$ cat src/rtl/irq_bank_pkg.sv
package irq_bank_pkg;
  localparam int DATA_W      = 32;
  localparam int ADDR_W      = 7;
  localparam int IDX_W       = 6;
  // word address map; each array region has room for eight words
  localparam int EN_SET_BASE = 0;
  localparam int EN_CLR_BASE = 8;
  localparam int PD_SET_BASE = 16;
  localparam int PD_CLR_BASE = 24;
  localparam int TRIG_ADDR   = 32;
  localparam int PRIO_BASE   = 64;

  typedef enum logic [2:0] {
    RG_NONE,
    RG_EN,
    RG_PEND,
    RG_TRIG,
    RG_PRIO
  } region_e;
endpackage

$ cat src/rtl/irq_bank_decode.sv
module irq_bank_decode
  import irq_bank_pkg::*;
#(
  parameter int NUM_WORDS  = 5,
  parameter int NUM_PWORDS = 40
) (
  input  logic                  bus_sel,
  input  logic                  bus_wr,
  input  logic [ADDR_W-1:0]     bus_addr,
  output logic [NUM_WORDS-1:0]  en_set_sel,
  output logic [NUM_WORDS-1:0]  en_clr_sel,
  output logic [NUM_WORDS-1:0]  pd_set_sel,
  output logic [NUM_WORDS-1:0]  pd_clr_sel,
  output logic [NUM_PWORDS-1:0] prio_sel,
  output logic                  trig_we,
  output region_e               rd_region,
  output logic [IDX_W-1:0]      rd_idx
);
  logic we;
  assign we      = bus_sel && bus_wr;
  assign trig_we = we && (bus_addr == ADDR_W'(TRIG_ADDR));

  for (genvar w = 0; w < NUM_WORDS; w++) begin : g_word
    assign en_set_sel[w] = we && (bus_addr == ADDR_W'(EN_SET_BASE + w));
    assign en_clr_sel[w] = we && (bus_addr == ADDR_W'(EN_CLR_BASE + w));
    assign pd_set_sel[w] = we && (bus_addr == ADDR_W'(PD_SET_BASE + w));
    assign pd_clr_sel[w] = we && (bus_addr == ADDR_W'(PD_CLR_BASE + w));
  end

  for (genvar q = 0; q < NUM_PWORDS; q++) begin : g_pword
    assign prio_sel[q] = we && (bus_addr == ADDR_W'(PRIO_BASE + q));
  end

  always_comb begin
    int a;
    a         = int'(bus_addr);
    rd_region = RG_NONE;
    rd_idx    = '0;
    if (a >= EN_SET_BASE && a < EN_SET_BASE + NUM_WORDS) begin
      rd_region = RG_EN;
      rd_idx    = IDX_W'(a - EN_SET_BASE);
    end else if (a >= EN_CLR_BASE && a < EN_CLR_BASE + NUM_WORDS) begin
      rd_region = RG_EN;
      rd_idx    = IDX_W'(a - EN_CLR_BASE);
    end else if (a >= PD_SET_BASE && a < PD_SET_BASE + NUM_WORDS) begin
      rd_region = RG_PEND;
      rd_idx    = IDX_W'(a - PD_SET_BASE);
    end else if (a >= PD_CLR_BASE && a < PD_CLR_BASE + NUM_WORDS) begin
      rd_region = RG_PEND;
      rd_idx    = IDX_W'(a - PD_CLR_BASE);
    end else if (a == TRIG_ADDR) begin
      rd_region = RG_TRIG;
    end else if (a >= PRIO_BASE && a < PRIO_BASE + NUM_PWORDS) begin
      rd_region = RG_PRIO;
      rd_idx    = IDX_W'(a - PRIO_BASE);
    end
  end
endmodule

$ cat src/rtl/irq_bit_array.sv
module irq_bit_array
  import irq_bank_pkg::*;
#(
  parameter int NUM_SRC = 160,
  localparam int NUM_WORDS = NUM_SRC / 32
) (
  input  logic                 clk,
  input  logic                 rst,
  input  logic [NUM_WORDS-1:0] set_sel,
  input  logic [NUM_WORDS-1:0] clr_sel,
  input  logic [DATA_W-1:0]    wdata,
  input  logic [NUM_SRC-1:0]   hw_set,
  input  logic [NUM_SRC-1:0]   hw_clr,
  output logic [NUM_SRC-1:0]   bits
);
  for (genvar w = 0; w < NUM_WORDS; w++) begin : g_word
    logic [31:0] q, set_m, clr_m;
    assign set_m = (set_sel[w] ? wdata : 32'h0) | hw_set[32*w +: 32];
    assign clr_m = (clr_sel[w] ? wdata : 32'h0) | hw_clr[32*w +: 32];
    // any set source wins over any clear source on the same bit
    always_ff @(posedge clk) begin
      if (rst) q <= '0;
      else     q <= (q & ~clr_m) | set_m;
    end
    assign bits[32*w +: 32] = q;
  end
endmodule

$ cat src/rtl/irq_prio_store.sv
module irq_prio_store #(
  parameter int NUM_SRC   = 160,
  parameter int PRIO_BITS = 3,
  localparam int NUM_PWORDS = NUM_SRC / 4
) (
  input  logic                   clk,
  input  logic                   rst,
  input  logic [NUM_PWORDS-1:0]  prio_sel,
  input  logic [4*PRIO_BITS-1:0] wbits,
  output logic [8*NUM_SRC-1:0]   prio_vec
);
  for (genvar i = 0; i < NUM_SRC; i++) begin : g_src
    logic [PRIO_BITS-1:0] q;
    always_ff @(posedge clk) begin
      if (rst)                q <= '0;
      else if (prio_sel[i/4]) q <= wbits[(i%4)*PRIO_BITS +: PRIO_BITS];
    end
    assign prio_vec[8*i +: 8] = {q, {(8-PRIO_BITS){1'b0}}};
  end
endmodule

$ cat src/rtl/irq_reg_bank.sv
module irq_reg_bank
  import irq_bank_pkg::*;
#(
  parameter int NUM_SRC   = 160,
  parameter int PRIO_BITS = 3,
  localparam int ID_W     = $clog2(NUM_SRC)
) (
  input  logic                 clk,
  input  logic                 rst,
  input  logic                 bus_sel,
  input  logic                 bus_wr,
  input  logic [ADDR_W-1:0]    bus_addr,
  input  logic [DATA_W-1:0]    bus_wdata,
  output logic [DATA_W-1:0]    bus_rdata,
  input  logic [NUM_SRC-1:0]   irq_in,
  input  logic                 ack_valid,
  input  logic [ID_W-1:0]      ack_id,
  output logic [NUM_SRC-1:0]   en_vec,
  output logic [NUM_SRC-1:0]   pend_vec,
  output logic [8*NUM_SRC-1:0] prio_vec
);
  localparam int NUM_WORDS  = NUM_SRC / 32;
  localparam int NUM_PWORDS = NUM_SRC / 4;

  logic [NUM_WORDS-1:0]  en_set_sel, en_clr_sel, pd_set_sel, pd_clr_sel;
  logic [NUM_PWORDS-1:0] prio_sel;
  logic                  trig_we;
  region_e               rd_region;
  logic [IDX_W-1:0]      rd_idx;
  logic [NUM_SRC-1:0]    trig_hit, ack_hit, pd_hw_set, no_hw;
  logic [4*PRIO_BITS-1:0] prio_wbits;

  irq_bank_decode #(.NUM_WORDS(NUM_WORDS), .NUM_PWORDS(NUM_PWORDS)) u_dec (
    .bus_sel(bus_sel), .bus_wr(bus_wr), .bus_addr(bus_addr),
    .en_set_sel(en_set_sel), .en_clr_sel(en_clr_sel),
    .pd_set_sel(pd_set_sel), .pd_clr_sel(pd_clr_sel),
    .prio_sel(prio_sel), .trig_we(trig_we),
    .rd_region(rd_region), .rd_idx(rd_idx)
  );

  // one-hot decode of the trigger index and the acknowledged source
  for (genvar i = 0; i < NUM_SRC; i++) begin : g_hit
    assign trig_hit[i] = trig_we && (bus_wdata == DATA_W'(i));
    assign ack_hit[i]  = ack_valid && (ack_id == ID_W'(i));
  end

  assign pd_hw_set = irq_in | trig_hit;
  assign no_hw     = '0;

  irq_bit_array #(.NUM_SRC(NUM_SRC)) u_enable (
    .clk(clk), .rst(rst), .set_sel(en_set_sel), .clr_sel(en_clr_sel),
    .wdata(bus_wdata), .hw_set(no_hw), .hw_clr(no_hw), .bits(en_vec)
  );

  irq_bit_array #(.NUM_SRC(NUM_SRC)) u_pend (
    .clk(clk), .rst(rst), .set_sel(pd_set_sel), .clr_sel(pd_clr_sel),
    .wdata(bus_wdata), .hw_set(pd_hw_set), .hw_clr(ack_hit), .bits(pend_vec)
  );

  // only the top PRIO_BITS of each byte lane are kept
  for (genvar l = 0; l < 4; l++) begin : g_lane
    assign prio_wbits[l*PRIO_BITS +: PRIO_BITS] = bus_wdata[8*l + 8 - PRIO_BITS +: PRIO_BITS];
  end

  irq_prio_store #(.NUM_SRC(NUM_SRC), .PRIO_BITS(PRIO_BITS)) u_prio (
    .clk(clk), .rst(rst), .prio_sel(prio_sel), .wbits(prio_wbits), .prio_vec(prio_vec)
  );

  always_comb begin
    case (rd_region)
      RG_EN:   bus_rdata = en_vec[32*int'(rd_idx) +: 32];
      RG_PEND: bus_rdata = pend_vec[32*int'(rd_idx) +: 32];
      RG_PRIO: bus_rdata = prio_vec[32*int'(rd_idx) +: 32];
      default: bus_rdata = '0;
    endcase
  end
endmodule

$ cat config.mk
export PLATFORM = sky130hd
export DESIGN_NAME = irq_reg_bank
export DESIGN_NICKNAME = d
export VERILOG_FILES = /design/src/rtl/irq_bank_pkg.sv /design/src/rtl/irq_bank_decode.sv /design/src/rtl/irq_bit_array.sv /design/src/rtl/irq_prio_store.sv /design/src/rtl/irq_reg_bank.sv
export SDC_FILE = /design/constraint.sdc
export NUM_CORES = 2
export LEC_CHECK = 0
export ABC_AREA = 0
export BUFFER_PORTS_ARGS = -buffer_cell sky130_fd_sc_hd__buf_2
export CAP_MARGIN = 30
export CORE_AREA = 5 5 723 725
export CTS_CLUSTER_DIAMETER = 50
export DETAILED_ROUTE_END_ITERATION = 8
export DIE_AREA = 0 0 728 730
export PLACE_DENSITY = 0.3
export SYNTH_ARGS = -nofsm -noshare
export SYNTH_HDL_FRONTEND = slang
export SYNTH_HIERARCHICAL = 1
export SYNTH_SLANG_ARGS = --single-unit
export TNS_END_PERCENT = 30
$ cat constraint.sdc
create_clock -name clk -period 12 [get_ports clk]
set_input_delay 1.8 -clock clk [delete_from_list [all_inputs] [get_ports clk]]
set_output_delay 1.8 -clock clk [all_outputs]
set_load 0.02 [all_outputs]
== Word level (Yosys, flattened, before mapping) ==
Index checks and enable logic that the tools add are counted.
Widths: inputs -> output; s select.

* Mux-type cells: 33
* Equality and inequality tests: 382
* Divide/modulo/power cells: 0
* $lt $le $gt $ge: 9
* Reduce and logical (&&, ||, !) cells: 389
* Shifts and indexed selects: 3
* Add/subtract/negate cells: 4
* Bitwise gates (word level): 41
* $mul: 0

{| class="wikitable"
|+ Operator list
! cell !! count
|-
| $eq 32x7->1 const B || 64
|-
| $shiftx 1280x12->32 || 1
|-
| $eq 32x6->1 const B || 32
|-
| $eq 32x8->1 const B || 32
|-
| $mux 32 || 20
|-
| $or 32x32->32 || 20
|-
| $eq 32x5->1 const B || 16
|-
| $eq 8x7->1 const B || 64
|-
| $logic_and 1x1->1 || 386
|-
| $and 32x32->32 || 10
|-
| $not 32->32 || 10
|-
| $shiftx 160x12->32 || 2
|-
| $eq 7x7->1 const B || 41
|-
| $eq 32x4->1 const B || 8
|-
| $eq 8x6->1 const B || 32
|-
| $eq 8x8->1 const B || 32
|-
| $or 160x160->160 || 1
|-
| $eq 32x3->1 const B || 4
|-
| $eq 8x5->1 const B || 16
|-
| $pmux 32 s3 || 1
|-
| $eq 7x5->1 const B || 10
|-
| $eq 32x2->1 const B || 2
|-
| $eq 8x4->1 const B || 8
|-
| $mux 6 || 6
|-
| 26 further kinds || 43
|}

* Word-level logic and storage cells: 1031
* Memories: 0
* Bits in writable memories: 0
* Bits of input ports: 212
* Memory bits (read-only): 0
* Latch bits: 0
* Output and inout port bits: 1632
* Flip-flop bits (word level): 800

== Longest topological paths before layout ==
* Depth after elaboration: 10
* Gate-level depth with buffers: 18
* Gate-level depth less buffers: 12

== Modules after synthesis ==
Netlist, hierarchy kept.

{| class="wikitable"
|+ By module, submodules not included
! module !! instances !! area each (µm²) !! cells an instance !! seq. area each (µm²)
|-
| irq_prio_store || 1 || 23064.6 || 2382 || 9609.2
|-
| irq_reg_bank || 1 || 16553.4 || 1823 || 0.0
|-
| irq_bit_array || 2 || 7734.9 || 880 || 3203.1
|-
| irq_bank_decode || 1 || 918.4 || 167 || 0.0
|}

== Least setup slack after synthesis ==
Ideal clock, no wire load.

* Path kind: input-to-output
* From: input port bus_addr[4]
* To: output port bus_rdata[6]
* Arrival time: 5052 ps
* Data required time: 10200 ps
* Slack: 5148 ps
* Stages: 13
* Path buffers: 4
* Cell sequence: clkbuf_1 > inv_1 > ha_1 > and4bb_2 > o211ai_1 > o21ai_0 > a211o_1 > clkbuf_1 > nor2_1 > clkbuf_1 > clkbuf_1 > a21oi_1 > a211oi_1

* Longest elaborated chain between the ends: 10
* Elaborated cells on any way between the ends: 37
* Those cells by class: add/sub: 4; order compare: 9; eq/ne: 4; shift: 3; mux: 13; reduce/logical: 4

{| class="wikitable"
|+ RTL lines
! item !! line !! RTL
|-
| start, declared || irq_reg_bank.sv:12 || <nowiki>input logic [ADDR_W-1:0] bus_addr,</nowiki>
|-
| $ge 7x7->1 or $lt 7x7->1 (tied branches) || irq_bank_decode.sv:53 || <nowiki>end else if (a >= PRIO_BASE && a < PRIO_BASE + NUM_PWORDS) begin</nowiki>
|-
| $logic_and 1x1->1 || irq_bank_decode.sv:53 ||
|-
| $mux 6 || irq_bank_decode.sv:53 ||
|-
| $mux 6 || irq_bank_decode.sv:51 || <nowiki>end else if (a == TRIG_ADDR) begin</nowiki>
|-
| $mux 6 || irq_bank_decode.sv:48 || <nowiki>end else if (a >= PD_CLR_BASE && a < PD_CLR_BASE + NUM_WORDS) begin</nowiki>
|-
| $mux 6 || irq_bank_decode.sv:45 || <nowiki>end else if (a >= PD_SET_BASE && a < PD_SET_BASE + NUM_WORDS) begin</nowiki>
|-
| $mux 6 || irq_bank_decode.sv:42 || <nowiki>end else if (a >= EN_CLR_BASE && a < EN_CLR_BASE + NUM_WORDS) begin</nowiki>
|-
| $mux 6 (*) || irq_bank_decode.sv:39 || <nowiki>if (a >= EN_SET_BASE && a < EN_SET_BASE + NUM_WORDS) begin</nowiki>
|-
| net rd_idx[3] || irq_reg_bank.sv:29 || <nowiki>logic [IDX_W-1:0] rd_idx;</nowiki>
|-
| $shiftx 1280x12->32, or another cell as far along || irq_reg_bank.sv:73 || <nowiki>RG_PRIO: bus_rdata = prio_vec[32*int'(rd_idx) +: 32];</nowiki>
|-
| $pmux 32 s3 (*) || irq_reg_bank.sv:70 || <nowiki>case (rd_region)</nowiki>
|-
| end, declared || irq_reg_bank.sv:14 || <nowiki>output logic [DATA_W-1:0] bus_rdata,</nowiki>
|}

The timed path passes the listed nets; every way through them passes the cells marked *.

== Final worst setup path ==
* From: input port bus_addr[4]
* To: output port bus_rdata[7]

* Longest elaborated chain between the ends: 10
* Elaborated cells on any way between the ends: 37
* Those cells by class: add/sub: 4; order compare: 9; eq/ne: 4; shift: 3; mux: 13; reduce/logical: 4

{| class="wikitable"
|+ RTL lines
! item !! line !! RTL
|-
| $ge 7x7->1 or $lt 7x7->1 (tied branches) || irq_bank_decode.sv:53 ||
|-
| $logic_and 1x1->1 || irq_bank_decode.sv:53 ||
|-
| $mux 3 || irq_bank_decode.sv:53 ||
|-
| $mux 3 || irq_bank_decode.sv:51 ||
|-
| $mux 3 || irq_bank_decode.sv:48 ||
|-
| $mux 3 || irq_bank_decode.sv:45 ||
|-
| $mux 3 || irq_bank_decode.sv:42 ||
|-
| $mux 3 (*) || irq_bank_decode.sv:39 ||
|-
| net rd_region[2] || irq_reg_bank.sv:28 || <nowiki>region_e rd_region;</nowiki>
|-
| $eq 3x3->1, or another cell as far along || irq_reg_bank.sv:70 ||
|-
| $pmux 32 s3 (*) || irq_reg_bank.sv:70 ||
|}

Marked as above.

==> flow_metrics.env <==
export IMPL_swShare_pct=36.4
export IMPL_synth_edf_count=0
export IMPL_async_flop_share_pct=0
export IMPL_end_kind="primary output"
export IMPL_maxCapViolations=0
export IMPL_path_clk_slew_ns=0.04
export IMPL_pwr_share_seq_pct=26.7
export IMPL_violations="max-slew violations"
export IMPL_vdd_drop_max_v=0.000115
export IMPL_grt_ovfl_total=0
export IMPL_yosysWarnings=6
export IMPL_syn_area_per_cell_um2=9.13
export IMPL_slew_headroom_pct=-18.2
export IMPL_drive_gt1_share_pct=29.5
export IMPL_route_layer_met1_wl_um=217000
export IMPL_critical_path_cell_chain="buf_2 -> inv_1 -> ha_1 -> o21ai_0 -> clkinv_1 -> nor2b_4 -> buf_12 -> o21ai_4 -> buf_4 -> nand2_4 -> nand2_1 -> a211oi_1 -> or3_1 -> buf_2"
export IMPL_drt_initial_drc_count=5962
export IMPL_numCtsBuffers=187
export IMPL_rsz0062_at_grt="false"
export IMPL_drc=0
export IMPL_clock_power_share_pct=51.5
export IMPL_cts_sinks=800
export IMPL_row_count=264
export IMPL_max_stage_delay_ns=0.85
export IMPL_hold_buffers=0
export IMPL_met3_wirelength_um=43700
export IMPL_postRouteAntennaNets=0
export IMPL_p_int_uw=6940
export IMPL_ys_flop_type="dfxtp_1"
export IMPL_wl_met2_um=272000
export IMPL_finalWirelength_um=563000
export IMPL_syn_to_final_growth_pct=31.5
export IMPL_htreeDepth=4
export IMPL_grt_usage_pct=20.2
export IMPL_grt_pass1_vias=51400
export IMPL_hold_path_class="reg -> reg"
export IMPL_die_y_um=730
export IMPL_vias=54300
export IMPL_synth_cell_type_count=80
export IMPL_antenna_found_initial=224
export IMPL_yosys_area_top_type="dfxtp_1"
export IMPL_yosysMostFrequentCell="buf_4"
export IMPL_fin_area_um2=73700
export IMPL_clock_latency_ns=0.85
export IMPL_start_kind="input port"
export IMPL_port_buffers=1043
export IMPL_firstDrtPassIters=6
export IMPL_hold_violations=0
export IMPL_dp_hpwl_um=470000
export IMPL_synthDominantCellAreaShare_pct=28.6
export IMPL_clockRootBuffer="clkbuf_16"
export IMPL_post_cts_setup_buffer_count=0
export IMPL_clock_skew_ns=0
export IMPL_netlist_top_cells_count="buf_4 (907), dfxtp_1 (800), nor2_1 (786)"
export IMPL_clockBufferDepth=4
export IMPL_dpl_cell_area_um2=66700
export IMPL_fmax_ghz=0.0999
export IMPL_drv_slew=3
export IMPL_synth_area_um2=56000
export IMPL_grt_pass1_wl_um=683000
export IMPL_top_layer="met5"
export IMPL_tritoncts="done"
export IMPL_finalCritPeriodShare_pct=83.4
export IMPL_arrival_ns=8.21
export IMPL_io_pins=1844
export IMPL_grt_max_degree=143
export IMPL_viasPerCell=3.77
export IMPL_leakage_uw=0.0283
export IMPL_fin_setup_tns_ns=0
export IMPL_core_area_um2=515000
export IMPL_detail_route_wl_per_cell_um=39.1
export IMPL_ctsResizeCount=0
export IMPL_slowest_stage="clkinv_1"
export IMPL_required_ns=10.20
export IMPL_path_max_fanout=73
export IMPL_path_class="in -> out"
export IMPL_gp_congestion=0.898
export IMPL_p_comb_share_pct=21.8
export IMPL_postSynthCellCount=6132
export IMPL_fillerInstances=59200
export IMPL_fin_nets=7579
export IMPL_status="finished with violations"
export IMPL_critPathMostFrequentCell="buf_2"
export IMPL_tightest_slew_ns=1.72
export IMPL_initial_core_util_pct=10.9
export IMPL_die_width_um=728
export IMPL_ys_seq_area_share_pct=28.6
export IMPL_setup_viol=0
export IMPL_power_per_cell_area_nw_per_um2=148
export IMPL_synth_seq_cells=800
export IMPL_synth_top_cells_by_area="dfxtp_1 (29%), mux4_2 (12%), buf_4 (12%)"
export IMPL_die_area_um2=531000
export IMPL_power_switching_uw=3980
export IMPL_min_period_ns=10.01
-- routing by layer --
metal / vias up / global-route usage (%)
met3: 664 / 5.42
li1: 22800 / -
met1: 27800 / 23.5
met4: 44 / 8.76
met5: - / 0
met2: 2988 / 34.6
-- layout by cell type (no fill, tap or decap), drive strengths merged, types with 140 or more instances in the layout --
cell type | netlist | layout
a21o | 140 | 140
mux2i | 626 | 626
dfxtp | 800 | 800
a21oi | 711 | 711
nor2 | 790 | 790
nand2 | 433 | 433
clkbuf | 114 | 231
mux4 | 306 | 306
conb | 2 | 1120
nand3b | 325 | 325
buf | 1217 | 1251
-- worst paths after layout --
kind	startpoint	end	slack (ns)	depth (start not counted)
min reg2reg	u_enable/g_word[0].q[8]	u_enable/g_word[0].q[8]	0.50	2
min	u_enable/g_word[0].q[8]	u_enable/g_word[0].q[8]	0.50	2
max	bus_addr[4]	bus_rdata[7]	1.99	14
max reg2reg	u_pend/g_word[3].q[20]	u_pend/g_word[3].q[20]	10.80	2
-- flip-flops by register name, indices dropped and copies added, names as in the netlist --
signal and flops:
u_prio/g_src.q 480, u_pend/g_word.q 160, u_enable/g_word.q 160
-- power by group through the flow --
stage / Combinational, µW / Sequential [µW] / Clock [µW]
finish: 2380 / 2920 / 5620
global route: 2480 / 2910 / 5880
CTS: 2090 / 2900 / 5770
detailed placement: 2080 / 2950 / 0
global placement: 2080 / 2960 / 0
floorplan: 1290 / 2930 / 0
-- final cells by class --
type | count | area (µm²) | share of cell area (%)
clock buffer | 231 | 5130 | 6.97
sequential | 800 | 16000 | 21.7
inverter | 17 | 66.3 | 0.0900
clock inverter | 109 | 1560 | 2.11
antenna | 103 | 258 | 0.350
multi-input combinational | 5102 | 35000 | 47.5
timing repair buffer | 1251 | 7140 | 9.70
tap | 6783 | 8490 | 11.5
-- per-stage QoR --
| step | hold slack [ns] | util, % | worst slack [ns] | cells | power, µW |
|---|---|---|---|---|---|
| final | 0.496 | 14.3 | 1.99 | 14400 | 10900 |
| after CTS | 0.503 | 14.2 | 1.99 | 14300 | 10800 |
| after global routing | 0.522 | 14.3 | 1.66 | 14300 | 11300 |
| after detailed placement | 0.494 | 12.9 | 2.02 | 14000 | 5040 |
| after global placement | 0.497 | 12.9 | 1.80 | 13900 | 5030 |
| after floorplan | 0.565 | - | 5.15 | 7250 | 4230 |
-- logic make-up after synthesis --
| kind of cell | share of synthesized area, % |
|---|---|
| xor gates and xnor gates | 0.0156 |
| AOI/OAI and AO/OA | 15.6 |
| muxes | 23.7 |
| adders and majority gates | 0.179 |
| DFF | 28.6 |
| and+or+nand+nor | 14.7 |
| other | 0.0134 |
| buffers and inverters | 17.3 |
-- worst max-delay path, delay by kind of cell --
kind	cells	cell delay, ns
simple gates	4	2.05
compound gates	3	1.44
fa+ha+maj	1	0.35
buf+inv	6	2.40
Power figures use the tool's default switching activity.
